`src/rtl/spi_burst_pkg.sv`:
```
// Shared definitions for the SPI burst sequencer.
// Assumes nothing beyond being compiled before the modules that import it.
package spi_burst_pkg;

    // Frame-level state of the burst controller.
    typedef enum logic {
        SEQ_IDLE = 1'b0,
        SEQ_XFER = 1'b1
    } seq_state_e;

    // Bit positions inside the raw-event clear strobe.
    localparam int RAW_TX_BIT = 0;
    localparam int RAW_RX_BIT = 1;

endpackage

```
`src/rtl/spi_sclk_div.sv`:
```
// Serial clock tick generator: pulses tick_o once every div_i+1 cycles
// while run_i is high; the shifter toggles SCLK on each tick.
// Assumes div_i is stable while run_i is high.
module spi_sclk_div #(
    parameter int DIV_W = 8
) (
    input  logic             clk,
    input  logic             rst_n,
    input  logic             run_i,
    input  logic [DIV_W-1:0] div_i,
    output logic             tick_o
);

    logic [DIV_W-1:0] cnt_q;
    logic             wrap_w;

    assign wrap_w = (cnt_q >= div_i);
    assign tick_o = run_i && wrap_w;

    // Half-period counter, held at zero while no frame is shifting.
    always_ff @(posedge clk) begin
        if (!rst_n || !run_i) begin
            cnt_q <= '0;
        end else if (wrap_w) begin
            cnt_q <= '0;
        end else begin
            cnt_q <= cnt_q + 1'b1;
        end
    end

    p_cnt_bound_r10: assert property (@(posedge clk) disable iff (!rst_n)
        run_i && $past(run_i) && $stable(div_i) |-> cnt_q <= div_i);

endmodule

```
`src/rtl/spi_frame_shifter.sv`:
```
// One-frame SPI shifter (clock idle low, sample on rising, shift on falling).
// Loads the low fsize_i bits of the word MSB-aligned, shifts out MSB first,
// collects fsize_i input bits right-aligned, then pulses done_o.
// Assumes fsize_i is 1..DATA_W at start_i and start_i only when not busy.
module spi_frame_shifter #(
    parameter int DATA_W  = 32,
    parameter int FSIZE_W = $clog2(DATA_W + 1)
) (
    input  logic               clk,
    input  logic               rst_n,
    input  logic               start_i,
    input  logic [DATA_W-1:0]  tx_word_i,
    input  logic [FSIZE_W-1:0] fsize_i,
    input  logic               tick_i,
    input  logic               miso_i,
    output logic               busy_o,
    output logic               sclk_o,
    output logic               mosi_o,
    output logic               done_o,
    output logic [DATA_W-1:0]  rx_word_o
);

    localparam int SH_W = FSIZE_W + 1;

    logic [DATA_W-1:0]  sreg_q;
    logic [DATA_W-1:0]  rreg_q;
    logic [FSIZE_W-1:0] bits_q;
    logic [SH_W-1:0]    lsh_w;
    logic               busy_q;
    logic               sclk_q;
    logic               done_q;

    assign lsh_w     = SH_W'(DATA_W) - SH_W'(fsize_i);
    assign busy_o    = busy_q;
    assign sclk_o    = sclk_q;
    assign mosi_o    = sreg_q[DATA_W-1];
    assign done_o    = done_q;

    // Frame engine: load, toggle SCLK on ticks, sample, shift, finish.
    always_ff @(posedge clk) begin
        if (!rst_n) begin
            sreg_q    <= '0;
            rreg_q    <= '0;
            bits_q    <= '0;
            busy_q    <= 1'b0;
            sclk_q    <= 1'b0;
            done_q    <= 1'b0;
            rx_word_o <= '0;
        end else begin
            done_q <= 1'b0;
            if (start_i) begin
                sreg_q <= tx_word_i << lsh_w;
                rreg_q <= '0;
                bits_q <= fsize_i;
                sclk_q <= 1'b0;
                busy_q <= 1'b1;
            end else if (busy_q && tick_i) begin
                if (!sclk_q) begin
                    sclk_q <= 1'b1;
                    rreg_q <= {rreg_q[DATA_W-2:0], miso_i};
                    bits_q <= bits_q - 1'b1;
                end else begin
                    sclk_q <= 1'b0;
                    sreg_q <= sreg_q << 1;
                    if (bits_q == '0) begin
                        busy_q    <= 1'b0;
                        done_q    <= 1'b1;
                        rx_word_o <= rreg_q;
                    end
                end
            end
        end
    end

    p_sclk_idle_low_r10: assert property (@(posedge clk) disable iff (!rst_n)
        !busy_q |-> !sclk_q);

    p_mosi_steady_high_r10: assert property (@(posedge clk) disable iff (!rst_n)
        sclk_q && $past(sclk_q) |-> $stable(mosi_o));

    p_bits_bound_r9: assert property (@(posedge clk) disable iff (!rst_n)
        busy_q |-> bits_q <= FSIZE_W'(DATA_W));

endmodule

```
`src/rtl/spi_fsize_reg.sv`:
```
// Frame size holder: accepts a write only while disabled and in 1..DATA_W.
// Assumes the writer does not need an error indication.
module spi_fsize_reg #(
    parameter int DATA_W    = 32,
    parameter int FSIZE_W   = $clog2(DATA_W + 1),
    parameter int RST_FSIZE = 4
) (
    input  logic               clk,
    input  logic               rst_n,
    input  logic               en_i,
    input  logic               wr_i,
    input  logic [FSIZE_W-1:0] val_i,
    output logic [FSIZE_W-1:0] fsize_o
);

    logic ok_w;

    assign ok_w = !en_i && (val_i != '0) && (val_i <= FSIZE_W'(DATA_W));

    // Guarded update of the frame size.
    always_ff @(posedge clk) begin
        if (!rst_n) begin
            fsize_o <= FSIZE_W'(RST_FSIZE);
        end else if (wr_i && ok_w) begin
            fsize_o <= val_i;
        end
    end

    p_fsize_legal_r7: assert property (@(posedge clk) disable iff (!rst_n)
        fsize_o != '0 && fsize_o <= FSIZE_W'(DATA_W));

    p_fsize_locked_r7: assert property (@(posedge clk) disable iff (!rst_n)
        en_i |=> $stable(fsize_o));

endmodule

```
`src/rtl/spi_burst_ctrl.sv`:
```
// Burst controller: launches frames, drives chip select, counts frames,
// reloads the count at burst end and raises the done/ready events.
// Assumes frame_done_i pulses once per launched frame.
module spi_burst_ctrl
    import spi_burst_pkg::*;
#(
    parameter int CNT_W = 16
) (
    input  logic             clk,
    input  logic             rst_n,
    input  logic             en_i,
    input  logic             hold_i,
    input  logic             len_wr_i,
    input  logic [CNT_W-1:0] len_i,
    input  logic             tx_empty_i,
    input  logic             frame_done_i,
    input  logic [1:0]       raw_clr_i,
    output logic             launch_o,
    output logic             cs_n_o,
    output logic [CNT_W-1:0] frames_left_o,
    output logic             tx_done_o,
    output logic             rx_rdy_o,
    output logic             tx_done_raw_o,
    output logic             rx_rdy_raw_o
);

    seq_state_e       state_q;
    logic [CNT_W-1:0] frames_q;
    logic [CNT_W-1:0] reload_q;
    logic             last_w;

    assign launch_o      = (state_q == SEQ_IDLE) && en_i && !tx_empty_i
                           && (frames_q != '0);
    assign last_w        = frame_done_i && (frames_q <= CNT_W'(1));
    assign frames_left_o = frames_q;

    // Frame state: idle until launch, busy until the shifter reports done.
    always_ff @(posedge clk) begin
        if (!rst_n) begin
            state_q <= SEQ_IDLE;
        end else if (launch_o) begin
            state_q <= SEQ_XFER;
        end else if (frame_done_i) begin
            state_q <= SEQ_IDLE;
        end
    end

    // Burst length: a write loads both counter and reload value.
    always_ff @(posedge clk) begin
        if (!rst_n) begin
            reload_q <= CNT_W'(1);
            frames_q <= CNT_W'(1);
        end else if (len_wr_i) begin
            reload_q <= len_i;
            frames_q <= len_i;
        end else if (last_w) begin
            frames_q <= reload_q;
        end else if (frame_done_i) begin
            frames_q <= frames_q - 1'b1;
        end
    end

    // Chip select: low at each launch, released per frame or at burst end.
    always_ff @(posedge clk) begin
        if (!rst_n) begin
            cs_n_o <= 1'b1;
        end else if (launch_o) begin
            cs_n_o <= 1'b0;
        end else if (frame_done_i && (last_w || !hold_i)) begin
            cs_n_o <= 1'b1;
        end
    end

    // Status events: cleared at launch, set at burst end.
    always_ff @(posedge clk) begin
        if (!rst_n) begin
            tx_done_o <= 1'b0;
            rx_rdy_o  <= 1'b0;
        end else if (launch_o) begin
            tx_done_o <= 1'b0;
            rx_rdy_o  <= 1'b0;
        end else if (last_w) begin
            tx_done_o <= 1'b1;
            rx_rdy_o  <= 1'b1;
        end
    end

    // Raw events: set at burst end (wins), cleared by strobe bits.
    always_ff @(posedge clk) begin
        if (!rst_n) begin
            tx_done_raw_o <= 1'b0;
            rx_rdy_raw_o  <= 1'b0;
        end else if (last_w) begin
            tx_done_raw_o <= 1'b1;
            rx_rdy_raw_o  <= 1'b1;
        end else begin
            if (raw_clr_i[RAW_TX_BIT]) tx_done_raw_o <= 1'b0;
            if (raw_clr_i[RAW_RX_BIT]) rx_rdy_raw_o  <= 1'b0;
        end
    end

    p_cs_low_xfer_r2: assert property (@(posedge clk) disable iff (!rst_n)
        state_q == SEQ_XFER |-> !cs_n_o);

    p_launch_single_r1: assert property (@(posedge clk) disable iff (!rst_n)
        launch_o |=> !launch_o);

    p_status_clear_r4: assert property (@(posedge clk) disable iff (!rst_n)
        launch_o |=> !tx_done_o && !rx_rdy_o);

    p_count_step_r5: assert property (@(posedge clk) disable iff (!rst_n)
        frame_done_i && !len_wr_i && frames_q > CNT_W'(1)
        |=> frames_q == $past(frames_q) - 1'b1);

    p_burst_end_r5: assert property (@(posedge clk) disable iff (!rst_n)
        frame_done_i && !len_wr_i && frames_q == CNT_W'(1)
        |=> frames_q == $past(reload_q) && cs_n_o && tx_done_o && rx_rdy_raw_o);

    p_len_load_r6: assert property (@(posedge clk) disable iff (!rst_n)
        len_wr_i |=> frames_q == $past(len_i));

endmodule

```
`src/rtl/spi_burst_seq.sv`:
```
// SPI frame-count transfer sequencer top: ties the burst controller,
// frame size holder, SCLK divider and frame shifter together.
// Assumes a first-word-fall-through transmit queue (tx_data_i valid while
// tx_empty_i is low) and a receive queue that always accepts rx_push_o.
module spi_burst_seq #(
    parameter int DATA_W    = 32,
    parameter int CNT_W     = 16,
    parameter int DIV_W     = 8,
    parameter int RST_FSIZE = 4
) (
    input  logic                          clk,
    input  logic                          rst_n,
    input  logic                          enable_i,
    input  logic                          hold_sel_i,
    input  logic                          burst_len_wr_i,
    input  logic [CNT_W-1:0]              burst_len_i,
    input  logic                          fsize_wr_i,
    input  logic [$clog2(DATA_W+1)-1:0]   fsize_i,
    input  logic [DIV_W-1:0]              div_i,
    input  logic                          tx_empty_i,
    input  logic [DATA_W-1:0]             tx_data_i,
    output logic                          tx_pop_o,
    output logic                          rx_push_o,
    output logic [DATA_W-1:0]             rx_data_o,
    output logic                          sclk_o,
    output logic                          mosi_o,
    input  logic                          miso_i,
    output logic                          cs_n_o,
    input  logic [1:0]                    raw_clr_i,
    output logic                          tx_done_o,
    output logic                          rx_rdy_o,
    output logic                          tx_done_raw_o,
    output logic                          rx_rdy_raw_o,
    output logic [CNT_W-1:0]              frames_left_o,
    output logic [$clog2(DATA_W+1)-1:0]   fsize_o
);

    localparam int FSIZE_W = $clog2(DATA_W + 1);

    logic launch_w;
    logic tick_w;
    logic busy_w;
    logic done_w;

    assign tx_pop_o  = launch_w;
    assign rx_push_o = done_w;

    spi_burst_ctrl #(
        .CNT_W (CNT_W)
    ) ctrl_i (
        .clk           (clk),
        .rst_n         (rst_n),
        .en_i          (enable_i),
        .hold_i        (hold_sel_i),
        .len_wr_i      (burst_len_wr_i),
        .len_i         (burst_len_i),
        .tx_empty_i    (tx_empty_i),
        .frame_done_i  (done_w),
        .raw_clr_i     (raw_clr_i),
        .launch_o      (launch_w),
        .cs_n_o        (cs_n_o),
        .frames_left_o (frames_left_o),
        .tx_done_o     (tx_done_o),
        .rx_rdy_o      (rx_rdy_o),
        .tx_done_raw_o (tx_done_raw_o),
        .rx_rdy_raw_o  (rx_rdy_raw_o)
    );

    spi_fsize_reg #(
        .DATA_W    (DATA_W),
        .FSIZE_W   (FSIZE_W),
        .RST_FSIZE (RST_FSIZE)
    ) fsize_reg_i (
        .clk     (clk),
        .rst_n   (rst_n),
        .en_i    (enable_i),
        .wr_i    (fsize_wr_i),
        .val_i   (fsize_i),
        .fsize_o (fsize_o)
    );

    spi_sclk_div #(
        .DIV_W (DIV_W)
    ) div_i_u (
        .clk    (clk),
        .rst_n  (rst_n),
        .run_i  (busy_w),
        .div_i  (div_i),
        .tick_o (tick_w)
    );

    spi_frame_shifter #(
        .DATA_W  (DATA_W),
        .FSIZE_W (FSIZE_W)
    ) shf_i (
        .clk       (clk),
        .rst_n     (rst_n),
        .start_i   (launch_w),
        .tx_word_i (tx_data_i),
        .fsize_i   (fsize_o),
        .tick_i    (tick_w),
        .miso_i    (miso_i),
        .busy_o    (busy_w),
        .sclk_o    (sclk_o),
        .mosi_o    (mosi_o),
        .done_o    (done_w),
        .rx_word_o (rx_data_o)
    );

    p_frame_under_cs_r2: assert property (@(posedge clk) disable iff (!rst_n)
        busy_w |-> !cs_n_o);

    p_pop_starts_frame_r1: assert property (@(posedge clk) disable iff (!rst_n)
        tx_pop_o |=> busy_w && !cs_n_o);

    p_push_ends_frame_r9: assert property (@(posedge clk) disable iff (!rst_n)
        rx_push_o |-> $past(busy_w) && !busy_w);

endmodule

```
`config.mk`:
```
export PLATFORM = sky130hd
export DESIGN_NAME = spi_burst_seq
export DESIGN_NICKNAME = d
export VERILOG_FILES = /design/src/rtl/spi_burst_pkg.sv /design/src/rtl/spi_sclk_div.sv /design/src/rtl/spi_frame_shifter.sv /design/src/rtl/spi_fsize_reg.sv /design/src/rtl/spi_burst_ctrl.sv /design/src/rtl/spi_burst_seq.sv
export SDC_FILE = /design/constraint.sdc
export NUM_CORES = 1
export LEC_CHECK = 0
export BUFFER_PORTS_ARGS = -buffer_cell sky130_fd_sc_hd__buf_4
export CORE_MARGIN = 3
export CORE_UTILIZATION = 34
export DETAILED_ROUTE_END_ITERATION = 7
export REMOVE_ABC_BUFFERS = 1
export SETUP_SLACK_MARGIN = 0.05
export SYNTH_ARGS = -nofsm -noshare
export SYNTH_HDL_FRONTEND = slang
export SYNTH_HIERARCHICAL = 1
export SYNTH_SLANG_ARGS = --single-unit
```
`constraint.sdc`:
```
create_clock -name clk -period 2.9 [get_ports clk]
set_input_delay 0.58 -clock clk [delete_from_list [all_inputs] [get_ports clk]]
set_output_delay 0.58 -clock clk [all_outputs]
set_load 0.005 [all_outputs]
```
==> impl_metrics.env, run 1 <==
export IMPL_dr_pass1_iters=5
export IMPL_synth_top_area_cell="dfxtp_1"
export IMPL_layout_commonest_cell="buf_4"
export IMPL_finalCriticalPeriod_ns=2.78
export IMPL_syn_to_final_growth_pct=24.8
export IMPL_hp_class="in -> reg"
export IMPL_ys_seq_area_frac=0.359
export IMPL_mostFrequentLayoutCells="buf_4 (184), nand2_1 (165), dfxtp_1 (154)"
export IMPL_clockBufferDepth=2
export IMPL_port_buffers=134
export IMPL_grt_util_met2=0.286
export IMPL_hpwl_um=17400
export IMPL_tns_ns=0
export IMPL_fmax_mhz=360
export IMPL_synth_avg_cell_area_sq_um=8.43
export IMPL_critPathLaunch="ctrl_i/frames_left_o[5]$_SDFFE_PN0P_"
export IMPL_grt_pass1_wl_um=40000
export IMPL_dp_slack_ns=0.0301
export IMPL_ys_ff_latch=156
export IMPL_htree_levels=4
export IMPL_netlist_area_leader_share=0.359
export IMPL_slew_headroom=0.506
export IMPL_synth_edf_count=0
export IMPL_antenna_cells=0
export IMPL_final_core_utilization=0.438
export IMPL_use_met1=0.233
export IMPL_netlist_area_sq_um=8690
export IMPL_status="finished clean"
export IMPL_rows=57
export IMPL_min_from="miso_i"
export IMPL_dpl_cell_area_sq_um=10200
export IMPL_core_area_sq_um=24700
export IMPL_crit_type="reg -> out"
export IMPL_clk_latency_ns=0.43
export IMPL_endpoint_kind="output port"
export IMPL_grt_max_degree=36
export IMPL_irDropWorstVdd_uv=413
export IMPL_clk_pin_slew_ns=0.07
export IMPL_r2r_start="ctrl_i/frames_left_o[0]$_SDFFE_PN1P_"
export IMPL_antenna_found_initial=0
export IMPL_fin_ws_ns=0.125
export IMPL_grt_pass1_vias=7666
export IMPL_fin_crit_sh=0.957
export IMPL_grt_remaining_overflow=0
export IMPL_post_drt_wl_per_cell_um=16.5
export IMPL_hold_ws_ns=0.395
export IMPL_numCtsBuffers=17
export IMPL_skew_ns=0.0102
export IMPL_synth_flop_cell="dfxtp_1"
export IMPL_crit_arrival_ns=2.20
export IMPL_hold_path_endpoint="shf_i/rreg_q[0]$_SDFFE_PP0P_"
export IMPL_ios=135
export IMPL_p_leak_nw=4.24
export IMPL_cts_tree="yes"
export IMPL_top_usage_layer="met2"
export IMPL_cts_root_buf="clkbuf_16"
export IMPL_cts_sinks=156
export IMPL_powerDensity_nw_per_um2=491
export IMPL_min_path_cells=3
export IMPL_reg2reg_depth=11
export IMPL_r2r_setup_slack_ns=0.18
export IMPL_viasPerCell=5.36
export IMPL_syn_instance_count=1031
export IMPL_async_reset_ff_frac=0
export IMPL_drc_errors=0
export IMPL_die_w_um=166
export IMPL_worstMarginPinSlew_ns=0.741
export IMPL_stdcell_area_sq_um=10900
export IMPL_ant_nets=0
export IMPL_met3_usage=0.0357
export IMPL_drt_wl_total_um=24800
export IMPL_crit_fanout=14
export IMPL_die_h_um=166
export IMPL_gp_congestion=0.927
export IMPL_grt_usage=0.173
export IMPL_rsz0062_at_grt="true"
export IMPL_synth_distinct_cells=87
export IMPL_synth_area_leaders="dfxtp_1 (36%), nand2_1 (7.1%), mux4_2 (6.5%)"
export IMPL_start_kind="register"
export IMPL_dieArea_sq_um=27500
export IMPL_drv_slew=0
export IMPL_layout_drive_gt1_share=0.257
export IMPL_fin_nets=1251
export IMPL_yosys_warnings=6
export IMPL_hold_violations=0
export IMPL_finalSetupViolCount=0
export IMPL_cap_viol_max_count=0
export IMPL_start_util=0.351
export IMPL_num_vias=8049
export IMPL_cp_required_ns=2.32
export IMPL_worst_r2r_endpoint="shf_i/sreg_q[30]$_SDFFE_PN0P_"
export IMPL_fillerInstances=2420
export IMPL_drtIter0Drc=605
[report_power, final]
group	switching (mW)	total [mW]	leakage [nW]	internal, mW
Combinational	0.469	0.874	2.69	0.405
Sequential	0.0535	2.26	1.27	2.21
Clock	0.978	2.19	0.279	1.21
Total	1.50	5.33	4.24	3.83
[routing by layer]
layer  vias up  share of wire
li1       3998              -
met1      3764           0.46
met2       254           0.47
met3        33          0.054
met4         0          0.015
met5         -              0
[worst max path at each step]
| stage | end | slack (ns) | depth (start not counted) |
|---|---|---|---|
| finish | tx_pop_o | 0.12 | 6 |
| global route | shf_i/sreg_q[30]$_SDFFE_PN0P_ | 0.01 | 11 |
| CTS | tx_pop_o | 0.12 | 6 |
| detailed placement | shf_i/sreg_q[28]$_SDFFE_PN0P_ | 0.03 | 13 |
| global placement | shf_i/sreg_q[28]$_SDFFE_PN0P_ | 0.09 | 12 |
| floorplan | shf_i/sreg_q[23]$_SDFFE_PN0P_ | -2.96 | 9 |
[cell usage after synthesis (3+ instances only)]
cell,number
o211ai_1,12
buf_1,5
buf_4,7
a21boi_0,4
xor2_1,11
mux2_2,18
a32o_2,4
nand3b_1,3
nand2b_1,12
o221a_2,3
a211o_1,6
o31a_1,3
nand3_1,18
buf_2,15
nor3_1,16
a311oi_1,3
a22oi_1,7
nor4_1,7
inv_1,24
dfxtp_1,156
mux2i_1,37
o211a_1,3
nor2b_1,5
a31oi_1,16
mux4_2,25
a32o_1,6
a21oi_1,105
nor2_1,92
o32a_1,3
o22ai_1,4
and3_1,4
xnor2_1,12
clkbuf_1,45
ha_1,15
or3_1,4
o21a_1,5
nand2_1,165
a211oi_1,4
o31ai_1,3
o32ai_1,8
o21ai_0,75
buf_6,3
[state kept, by name (all words and copies together) (netlist names)]
name,flops
ctrl_i/cs_n_o,1
ctrl_i/frames_left_o,16
ctrl_i/reload_q,16
ctrl_i/rx_rdy_o,1
ctrl_i/rx_rdy_raw_o,1
ctrl_i/state_q,1
ctrl_i/tx_done_raw_o,1
div_i_u/cnt_q,8
fsize_reg_i/fsize_o,6
shf_i/bits_q,6
shf_i/busy_o,1
shf_i/done_o,1
shf_i/rreg_q,32
shf_i/rx_word_o,32
shf_i/sclk_o,1
shf_i/sreg_q,32
[layout make-up]
cell class	count	area [sq um]	area share
tap	324	405	0.0374
inverter	26	97.6	0.00899
multi-input combinational	772	5150	0.474
clock inverter	15	155	0.0143
clock buffer	17	425	0.0392
sequential	156	3130	0.288
timing repair buffer	191	1490	0.138
[cell families after synthesis]
family,Yosys count,share of synthesized area
AND/OR/NAND/NOR,347,0.180
AO/OA/AOI/OAI,306,0.230
flip-flops,156,0.359
buffers and inverters,103,0.0537
multiplexers,80,0.131
XOR/XNOR,24,0.0250
adder cells (fa/ha/maj),15,0.0216
[per-stage QoR]
stage / power, mW / instances
after floorplan: 2.80 / 954
after global placement: 3.16 / 1464
after detailed placement: 3.16 / 1464
after CTS: 5.36 / 1497
after global routing: 5.56 / 1501
final: 5.33 / 1501
[critical path, cell delays in order, from the launching register on]
cell	delay (ns)
dfxtp_2	0.37
nor4_4	0.36
nand4_4	0.18
nor4b_4	0.38
nor4b_4	0.11
clkbuf_8	0.21
buf_4	0.15
[repair_timing]
item	CTS	global route
hold buffers	0	0
resized for setup	3	6
setup endpoints to repair	1	47
pin swaps	1	3
buffers inserted	1	3
cloned	0	1
Note: power is estimated with default switching activity, not from simulation.
==> inputs of run 2 (changes only) <==
--- a/config.mk
+++ b/config.mk
@@ -6,6 +6,7 @@
 export NUM_CORES = 1
 export LEC_CHECK = 0
 export BUFFER_PORTS_ARGS = -buffer_cell sky130_fd_sc_hd__buf_4
+export CAP_MARGIN = 20
 export CORE_MARGIN = 3
 export CORE_UTILIZATION = 34
 export DETAILED_ROUTE_END_ITERATION = 7
==> constraint.sdc (replaced) <==
create_clock -name clk -period 2.4 [get_ports clk]
set_input_delay 0.48 -clock clk [delete_from_list [all_inputs] [get_ports clk]]
set_output_delay 0.48 -clock clk [all_outputs]
set_load 0.005 [all_outputs]
==> run 2 against run 1 <==
Effect of this change:
- the flow now finishes with violations (negative setup slack)
- worst setup slack got worse by 0.31 ns
- total power rose by 28%
- combinational power rose by 46%
- die area did not move
- design area rose by 14%
- register-to-register slack got worse by 0.37 ns
- worst hold slack got worse by 0.091 ns
- count of clock-buffer cells in the layout rose by 2
- clock skew fell by 0.0010 ns
- first-iteration DRC count fell by 0.83%
- via count rose by 6.0%
- critical endpoint is now shf_i/sreg_q[22]$_SDFFE_PN0P_
==> impl_metrics.env, run 2 (same netlist as run 1, synthesis figures left out) <==
export IMPL_fmax_mhz=387
export IMPL_hpwl_um=18100
export IMPL_cts_sinks=156
export IMPL_crit_arrival_ns=2.90
export IMPL_drtIter0Drc=600
export IMPL_clk_pin_slew_ns=0.07
export IMPL_rsz0062_at_grt="true"
export IMPL_irDropWorstVdd_uv=533
export IMPL_antenna_found_initial=0
export IMPL_final_seq_area_sq_um=3130
export IMPL_start_util=0.351
export IMPL_fin_crit_sh=1.08
export IMPL_slew_headroom=0.521
export IMPL_skew_ns=0.00922
export IMPL_cts_root_buf="clkbuf_16"
export IMPL_ant_nets=0
export IMPL_viasPerCell=5.44
export IMPL_grt_pass1_wl_um=43500
export IMPL_syn_to_final_growth_pct=42.8
export IMPL_fin_ws_ns=-0.186
export IMPL_status="finished with violations"
export IMPL_htree_levels=4
export IMPL_drt_wl_total_um=27200
export IMPL_cp_required_ns=2.71
export IMPL_violations="negative setup slack"
export IMPL_finalSetupViolCount=63
export IMPL_die_h_um=166
export IMPL_grt_remaining_overflow=0
export IMPL_num_vias=8531
export IMPL_dr_pass1_iters=5
export IMPL_hold_violations=0
export IMPL_dpl_cell_area_sq_um=10600
export IMPL_layout_commonest_cell="buf_4"
export IMPL_p_leak_nw=4.96
export IMPL_gp_congestion=0.914
export IMPL_cts_tree="yes"
export IMPL_finalCriticalPeriod_ns=2.59
export IMPL_drc_errors=0
export IMPL_mostFrequentLayoutCells="buf_4 (220), dfxtp_1 (152), nand2_1 (105)"
export IMPL_fin_total_pwr_mw=6.80
export IMPL_ios=135
export IMPL_core_area_sq_um=24700
export IMPL_clockBufferDepth=2
export IMPL_drv_slew=0
export IMPL_layout_drive_gt1_share=0.396
export IMPL_numCtsBuffers=17
export IMPL_clk_latency_ns=0.42
export IMPL_grt_pass1_vias=8365
export IMPL_ctsHoldBuffers=0
export IMPL_die_w_um=166
export IMPL_reg_largest_list="shf_i/rreg_q x32, shf_i/rx_word_o x32, shf_i/sreg_q x32"
export IMPL_start_kind="register"
export IMPL_stdcell_area_sq_um=12400
export IMPL_port_buffers=134
export IMPL_crit_fanout=8
export IMPL_powerDensity_nw_per_um2=548
export IMPL_grt_max_degree=53
export IMPL_rows=57
export IMPL_multi_input_area_sq_um=5910
export IMPL_dp_slack_ns=-0.260
export IMPL_dieArea_sq_um=27500
export IMPL_hp_class="in -> reg"
export IMPL_grt_usage=0.188
export IMPL_worstMarginPinSlew_ns=0.715
export IMPL_antenna_cells=0
export IMPL_post_drt_wl_per_cell_um=17.3
export IMPL_fillerInstances=2329
export IMPL_endpoint_kind="register"
export IMPL_crit_type="reg -> reg"
export IMPL_final_core_utilization=0.502
export IMPL_fin_nets=1319
export IMPL_cap_viol_max_count=0
[run 2: changes by cell type in the layout (fill, tap and decap cells not counted), sizes merged]
cell    previous run  this run
clkbuf            19        22
buf              189       255
bufbuf             0         1
inv               32        27
bufinv             1         3
[run 2: worst max-delay path, cell delays in order (launching register included)]
cell and delay, ns:
dfxtp_2 0.34, nor4_4 0.38, nand4_4 0.16, nor4b_4 0.33, nor4b_4 0.08, buf_4 0.16, buf_6 0.13, buf_6 0.11
a32oi_1 0.18, buf_4 0.24, a311oi_2 0.08, o221a_2 0.30
[run 2: routing by layer]
layer  global-route usage  wire [um]  vias to the layer above  share of wire
li1                     -          -                     4131              -
met1                0.249      12200                     4102           0.45
met2                0.321      13200                      263           0.49
met3               0.0290       1300                       35          0.048
met4               0.0532        508                        0          0.019
met5                    0          0                        -              0
[run 2: final cells by class]
| class | count | area share |
|---|---|---|
| Inverter | 26 | 0.00786 |
| Clock buffer | 19 | 0.0357 |
| Clock inverter | 12 | 0.0133 |
| Timing Repair Buffer | 259 | 0.183 |
| Tap cell | 324 | 0.0326 |
| Sequential cell | 156 | 0.252 |
| Multi-Input combinational cell | 772 | 0.476 |
[run 2: stage by stage]
| stage | setup TNS (ns) | hold WS, ns | cells |
|---|---|---|---|
| floorplan | -307.11 | 0.437 | 954 |
| global placement | -10.16 | 0.441 | 1507 |
| detailed placement | -13.20 | 0.444 | 1507 |
| CTS | -7.12 | 0.295 | 1562 |
| global route | -12.06 | 0.291 | 1568 |
| finish | -6.54 | 0.304 | 1568 |
[run 2: what timing repair did]
action | CTS | global route
resized for setup | 114 | 111
setup endpoints to repair | 64 | 104
buffers inserted | 17 | 9
endpoints found under the hold margin | 0 | 0
cloned | 7 | 4
pin swaps | 63 | 63
[run 2: report_power, final]
group / leakage, nW / internal [mW] / switching [mW]
combinational: 3.40 / 0.614 / 0.662
clock: 0.292 / 1.67 / 1.12
sequential: 1.27 / 2.67 / 0.0564
total: 4.96 / 4.96 / 1.84
[run 2: final timing paths]
check                                   to  slack (ns)  cells after the start                                  from
max          shf_i/sreg_q[22]$_SDFFE_PN0P_       -0.19                     11  ctrl_i/frames_left_o[3]$_SDFFE_PN0P_
min           shf_i/rreg_q[0]$_SDFFE_PP0P_        0.30                      3                                miso_i
max reg2reg  shf_i/sreg_q[22]$_SDFFE_PN0P_       -0.19                     11  ctrl_i/frames_left_o[3]$_SDFFE_PN0P_
min reg2reg  shf_i/rreg_q[31]$_SDFFE_PP0P_        0.46                      2         shf_i/rreg_q[31]$_SDFFE_PP0P_
